--- src/rtl/clkctl_pkg.sv ---
package clkctl_pkg;

    localparam int DATA_W = 8;

    // Bit positions inside the register byte
    localparam int IE_BIT   = 7;
    localparam int FLAG_BIT = 6;
    localparam int PLL_BIT  = 5;
    localparam int SEL_BIT  = 4;
    localparam int RSV_W    = 4;

    localparam logic [RSV_W-1:0] RSV_VALUE = '1;

    typedef enum logic {
        LK_LOW  = 1'b0,
        LK_HIGH = 1'b1
    } lock_st_t;

    typedef enum logic {
        FL_CLEAR   = 1'b0,
        FL_PENDING = 1'b1
    } flag_st_t;

endpackage

--- src/rtl/clkctl_lock_track.sv ---
module clkctl_lock_track
    import clkctl_pkg::*;
#(
    parameter int SYNC_STAGES = 2
) (
    input  logic clk,
    input  logic rst_n,
    input  logic lock_async,
    output logic toggle
);

    logic [SYNC_STAGES-1:0] sync_q;
    logic                   lock_sync;
    lock_st_t               state_q;
    lock_st_t               state_d;

    generate
        if (SYNC_STAGES == 1) begin : g_single
            always_ff @(posedge clk or negedge rst_n) begin
                if (!rst_n) sync_q <= '0;
                else        sync_q <= lock_async;
            end
        end else begin : g_chain
            always_ff @(posedge clk or negedge rst_n) begin
                if (!rst_n) sync_q <= '0;
                else        sync_q <= {sync_q[SYNC_STAGES-2:0], lock_async};
            end
        end
    endgenerate

    assign lock_sync = sync_q[SYNC_STAGES-1];

    // State register
    always_ff @(posedge clk or negedge rst_n) begin
        if (!rst_n) state_q <= LK_LOW;
        else        state_q <= state_d;
    end

    // Transitions and outputs
    always_comb begin
        state_d = state_q;
        toggle  = 1'b0;
        unique case (state_q)
            LK_LOW: begin
                if (lock_sync) begin
                    state_d = LK_HIGH;
                    toggle  = 1'b1;
                end
            end
            LK_HIGH: begin
                if (!lock_sync) begin
                    state_d = LK_LOW;
                    toggle  = 1'b1;
                end
            end
        endcase
    end

    // an event is followed by the tracker agreeing with the synchronised level
    a_r6_tracker_follows: assert property (@(posedge clk) disable iff (!rst_n)
        toggle |=> (state_q == LK_HIGH) == $past(lock_sync));

endmodule

--- src/rtl/clkctl_flag.sv ---
module clkctl_flag
    import clkctl_pkg::*;
(
    input  logic clk,
    input  logic rst_n,
    input  logic set_evt,
    input  logic clr_evt,
    output logic flag
);

    flag_st_t state_q;
    flag_st_t state_d;

    always_ff @(posedge clk or negedge rst_n) begin
        if (!rst_n) state_q <= FL_CLEAR;
        else        state_q <= state_d;
    end

    always_comb begin
        state_d = state_q;
        unique case (state_q)
            FL_CLEAR:   if (set_evt)             state_d = FL_PENDING;
            FL_PENDING: if (clr_evt && !set_evt) state_d = FL_CLEAR;
        endcase
    end

    always_comb begin
        unique case (state_q)
            FL_CLEAR:   flag = 1'b0;
            FL_PENDING: flag = 1'b1;
        endcase
    end

    // a toggle always leaves the flag set, even when a read clears in the same cycle
    a_r9_set_wins: assert property (@(posedge clk) disable iff (!rst_n)
        set_evt |=> flag);

    // a read without a coinciding toggle clears the flag
    a_r8_read_clears: assert property (@(posedge clk) disable iff (!rst_n)
        (clr_evt && !set_evt) |=> !flag);

    // nothing but a toggle raises the flag
    a_r7_only_toggle_sets: assert property (@(posedge clk) disable iff (!rst_n)
        (!flag && !set_evt) |=> !flag);

endmodule

--- src/rtl/clkctl_ctrl.sv ---
module clkctl_ctrl (
    input  logic clk,
    input  logic rst_n,
    input  logic wr_hit,
    input  logic auto_bw,
    input  logic wr_ie,
    input  logic wr_pll,
    input  logic wr_sel,
    output logic ie,
    output logic pll_on,
    output logic clk_sel
);

    always_ff @(posedge clk or negedge rst_n) begin
        if (!rst_n) begin
            ie      <= 1'b0;
            pll_on  <= 1'b1;
            clk_sel <= 1'b0;
        end else if (wr_hit) begin
            if (auto_bw) ie <= wr_ie;
            pll_on  <= wr_pll;
            clk_sel <= wr_sel;
        end
    end

    // enable is frozen while automatic-bandwidth mode is off
    a_r5_ie_locked: assert property (@(posedge clk) disable iff (!rst_n)
        (wr_hit && !auto_bw) |=> $stable(ie));

    // a write lands in the control outputs on the next edge
    a_r4_write_lands: assert property (@(posedge clk) disable iff (!rst_n)
        wr_hit |=> (pll_on == $past(wr_pll)) && (clk_sel == $past(wr_sel)));

    // without an addressed write the control outputs hold
    a_r1_no_stray_write: assert property (@(posedge clk) disable iff (!rst_n)
        !wr_hit |=> $stable(pll_on) && $stable(clk_sel) && $stable(ie));

endmodule

--- src/rtl/clkctl_reg.sv ---
module clkctl_reg
    import clkctl_pkg::*;
#(
    parameter int                ADDR_W      = 8,
    parameter logic [ADDR_W-1:0] REG_ADDR    = 8'h1C,
    parameter int                SYNC_STAGES = 2
) (
    input  logic              clk,
    input  logic              rst_n,
    input  logic [ADDR_W-1:0] bus_addr,
    input  logic              bus_rd,
    input  logic              bus_wr,
    input  logic [DATA_W-1:0] bus_wdata,
    output logic [DATA_W-1:0] bus_rdata,
    input  logic              lock_in,
    input  logic              auto_bw,
    output logic              pll_on,
    output logic              clk_sel,
    output logic              irq
);

    logic addr_hit;
    logic rd_hit;
    logic wr_hit;
    logic toggle;
    logic flag_raw;
    logic ie_raw;
    logic ie_vis;
    logic flag_vis;
    logic unused_wdata_bits;

    assign addr_hit = (bus_addr == REG_ADDR);
    assign rd_hit   = bus_rd && addr_hit;
    assign wr_hit   = bus_wr && addr_hit;

    assign unused_wdata_bits = ^{bus_wdata[FLAG_BIT], bus_wdata[RSV_W-1:0]};

    clkctl_lock_track #(
        .SYNC_STAGES(SYNC_STAGES)
    ) u_track (
        .clk       (clk),
        .rst_n     (rst_n),
        .lock_async(lock_in),
        .toggle    (toggle)
    );

    clkctl_flag u_flag (
        .clk    (clk),
        .rst_n  (rst_n),
        .set_evt(toggle),
        .clr_evt(rd_hit),
        .flag   (flag_raw)
    );

    clkctl_ctrl u_ctrl (
        .clk    (clk),
        .rst_n  (rst_n),
        .wr_hit (wr_hit),
        .auto_bw(auto_bw),
        .wr_ie  (bus_wdata[IE_BIT]),
        .wr_pll (bus_wdata[PLL_BIT]),
        .wr_sel (bus_wdata[SEL_BIT]),
        .ie     (ie_raw),
        .pll_on (pll_on),
        .clk_sel(clk_sel)
    );

    assign ie_vis   = ie_raw   && auto_bw;
    assign flag_vis = flag_raw && auto_bw;
    assign irq      = ie_vis && flag_vis;

    always_comb begin
        bus_rdata = '0;
        if (rd_hit) begin
            bus_rdata[IE_BIT]      = ie_vis;
            bus_rdata[FLAG_BIT]    = flag_vis;
            bus_rdata[PLL_BIT]     = pll_on;
            bus_rdata[SEL_BIT]     = clk_sel;
            bus_rdata[RSV_W-1:0]   = RSV_VALUE;
        end
    end

    // no request while automatic-bandwidth mode is off
    a_r11_irq_needs_auto: assert property (@(posedge clk) disable iff (!rst_n)
        irq |-> auto_bw);

    // reserved bits read as ones
    a_r3_reserved_ones: assert property (@(posedge clk) disable iff (!rst_n)
        rd_hit |-> (bus_rdata[RSV_W-1:0] == RSV_VALUE));

    // misses return zero
    a_r1_miss_reads_zero: assert property (@(posedge clk) disable iff (!rst_n)
        !rd_hit |-> (bus_rdata == '0));

    // flag hidden while automatic-bandwidth mode is off
    a_r10_flag_hidden: assert property (@(posedge clk) disable iff (!rst_n)
        !auto_bw |-> !bus_rdata[FLAG_BIT]);

endmodule

--- config.mk ---
export PLATFORM = sky130hd
export DESIGN_NAME = clkctl_reg
export DESIGN_NICKNAME = d
export VERILOG_FILES = /design/src/rtl/clkctl_pkg.sv /design/src/rtl/clkctl_lock_track.sv /design/src/rtl/clkctl_flag.sv /design/src/rtl/clkctl_ctrl.sv /design/src/rtl/clkctl_reg.sv
export SDC_FILE = /design/constraint.sdc
export NUM_CORES = 1
export LEC_CHECK = 0
export ABC_AREA = 1
export BUFFER_PORTS_ARGS = -buffer_cell sky130_fd_sc_hd__buf_2
export CAP_MARGIN = 20
export CORE_AREA = 5 5 42 44
export CTS_CLUSTER_DIAMETER = 40
export DETAILED_ROUTE_END_ITERATION = 6
export DIE_AREA = 0 0 47 49
export MAX_ROUTING_LAYER = met4
export PLACE_DENSITY = 0.71
export SYNTH_ARGS = -nofsm -noshare
export SYNTH_HDL_FRONTEND = slang
export SYNTH_SLANG_ARGS = --single-unit
--- constraint.sdc ---
create_clock -name clk -period 1 [get_ports clk]
set_input_delay 0.2 -clock clk [delete_from_list [all_inputs] [get_ports clk]]
set_output_delay 0.2 -clock clk [all_outputs]
set_load 0.02 [all_outputs]
==> flow_summary.toml <==
[synthesis]
ys_seq_area_share_pct = 46.53
synth_area_per_cell_um2 = 7.898
netlist_top_cells_area = "dfrtp_1, nand2_1, buf_4"
syn_area_um2 = 379.1
synth.top_cell.area_share_pct = 39.60
synth_top_area_cell = "dfrtp_1"
postSynthNetCount = 70
yosysWarningCount = 0
syn_inst = 48
ys_ff_latch = 7
synth.distinct_cells = 13

[timing]
fin_worst_skew_ps = 0.1306
hold_viol = 0
min_period_over_period_pct = 123.9
setup_ws_ps = -238.9
setup_viol = 11
rsz0062_at_grt = "yes"
fin_crit_ps = 1239
drv_slew = 0
max_slew_margin_pct = 88.59
tightest_slew_ps = 171.0
maxClockFrequency_ghz = 0.8071

[final_layout]
n_antenna_cell = 0
utilization_pct = 53.04
drive_above_1_share_pct = 66.67
synthToLayoutAreaGrowth_pct = 96.04
n_fill_cell = 136
layout.nets = 104
finalNonFillerCells = 97

[pwr]
combPwrFrac_pct = 17.9
pwr-share-clk_pct = 38.9
switching_share_pct = 26.28
p_sw_mw = 0.1844
p_leak_nw = 0.3608
p_seq_share_pct = 43.2
power_density_nw_per_um2 = 943.9
vdd_drop_max_uv = 577.2
p_int_mw = 0.5172

[critical_path]
cp_data_required_time_ps = 800
cp-start-kind = "register"
cp_max_fo = 2
end_kind = "primary output"
worstPathCellList = "inv_2 > nor2_4 > buf_6"
slowest_delay_ps = 540
critPathSlowestCell = "dfstp_2"
timing_worst_setup_path_type = "register to primary output"
arrival_ps = 1040

[placed_design]
dp.cells = 89
dpl.hpwl_um = 824
gp_congestion = 0.7135
port_buffers = 27
pre_cts_slack_ps = -270.7

[clock_network]
clock-sinks = 7
cts_tree = "done"
cts_buffer_depth = 2
cts_max_level = 1
clkTransAtPathRegs_ps = 60
clk_latency_ps = 260
cts_root_buf = "clkbuf_4"
cts-buffers-inserted = 3

[routing]
vias = 432
drt_iter0_markers = 2
wirelength_mm = 1.066
via_per_inst = 4.454
drc_errors = 0
drt_pre_antenna_iters = 4
ant_nets = 0
wl_per_cell_um = 10.99

[global_routing]
grt_pass1_vias = 441
grt_max_degree = 8
antenna_found_initial = 0
globalRouteOverflowTotal = 0
grt_pass1_wl_mm = 1.814
grt.total_usage_pct = 11.85

[die]
num_rows = 14
io_pins = 33
chipWidth_um = 47
die_h_um = 49
core-area_um2 = 1401
initial_core_util_pct = 27.05
die_area_um2 = 2303

[min_path]
hold_path.class = "primary input to register"

[flow_run]
cap_violations = 0

[outcome]
status = "finished, violations left"
violations = "setup timing"
-- cell usage in the layout (no fill, tap or decap) --
cell            n
nor2_4          8
nand2_1        12
buf_2          11
buf_6          16
dlygate4sd3_1   1
nand2_2         4
nor2_1          2
clkbuf_1        1
dfrtp_1         6
nand2_4         1
inv_4           1
inv_8           1
nand3_1         3
xnor2_1         1
buf_4           5
dfstp_2         1
clkbuf_4        3
inv_2           3
nand4_1         1
-- stage by stage --
step           instance area, µm²  power (mW)  TNS, ps  hold WS, ps
3_3_place_gp                574.3      0.3998    -1958        36.85
3_5_place_dp                574.3      0.4028    -2258        42.61
5_1_grt                     743.2      0.7541    -2358        35.54
6_report                    743.2      0.7015    -1766        46.43
4_1_cts                     711.9      0.7038    -1774        35.20
2_1_floorplan               449.2      0.3454   -222.9       -95.59
-- synth_stat cells --
cell     instances
nand2_1         15
nor2_1           7
dfrtp_1          6
inv_1            5
buf_4            4
nand3_1          3
nor2_2           2
dfstp_2          1
nand2_2          1
nand2_4          1
nand4_1          1
nor2_4           1
xnor2_1          1
-- what timing repair did --
item	4_1_cts	5_1_grt
resized for setup	30	4
pin swaps	6	7
endpoints found under the setup margin	11	11
hold buffers	1	0
buffers inserted	1	2
endpoints found under the hold margin	7	0
-- area by class of cell --
class | count | area [µm²] | area share [%]
Inverter | 5 | 28.78 | 3.872
Timing Repair Buffer | 33 | 282.8 | 38.05
Clock buffer | 4 | 26.28 | 3.535
Sequential cell | 7 | 176.4 | 23.74
Multi-Input combinational cell | 32 | 209.0 | 28.11
Tap cell | 16 | 20.02 | 2.694
-- state kept, by name, indices dropped and copies added (netlist names) --
| name | flops |
|---|---|
| u_ctrl.clk_sel | 1 |
| u_ctrl.ie | 1 |
| u_track.state_q | 1 |
| u_ctrl.pll_on | 1 |
| u_flag.state_q | 1 |
| u_track.sync_q | 2 |
-- path summary, 6_finish.rpt --
kind	start	to	slack [ps]	cells past startpoint
max	u_ctrl.pll_on	bus_rdata[5]	-240	3
max in group asynchronous	rst_n	u_ctrl.pll_on	460	2
max reg2reg	u_ctrl.pll_on	u_ctrl.pll_on	190	3
min	lock_in	u_track.sync_q[0]	50	1
min in group asynchronous	rst_n	u_ctrl.ie	310	2
min reg2reg	u_track.sync_q[0]	u_track.sync_q[1]	360	0
-- critical path: cells and delay by family, from the launching register on --
family / cells / cell delay [ps]
buf+inv: 2 / 160
flops: 1 / 540
simple gates: 1 / 80
-- logic make-up after synthesis --
| logic type | after synthesis | synth area share (%) |
|---|---|---|
| buffers and inverters | 9 | 12.87 |
| and+or+nand+nor | 31 | 38.28 |
| xor gates and xnor gates | 1 | 2.311 |
| DFF | 7 | 46.53 |
-- power by group through the flow --
stage	clock network, mW	registers, mW	logic (mW)
2_1_floorplan	0	0.311	0.0340
3_3_place_gp	0	0.306	0.0937
3_5_place_dp	0	0.307	0.0959
4_1_cts	0.284	0.303	0.116
5_1_grt	0.312	0.305	0.138
6_report	0.273	0.303	0.126
-- per-layer routing --
| metal | vias up | share of wire (%) | wire [µm] | GRT usage (%) |
|---|---|---|---|---|
| met5 | - | 0 | 0 | - |
| li1 | 207 | - | - | - |
| met2 | 23 | 53 | 567 | 18.78 |
| met1 | 198 | 34 | 367 | 10.99 |
| met4 | 0 | 2.7 | 29 | 9.677 |
| met3 | 4 | 9.6 | 102 | 3.690 |
Note: power is estimated with default switching activity, not from simulation.
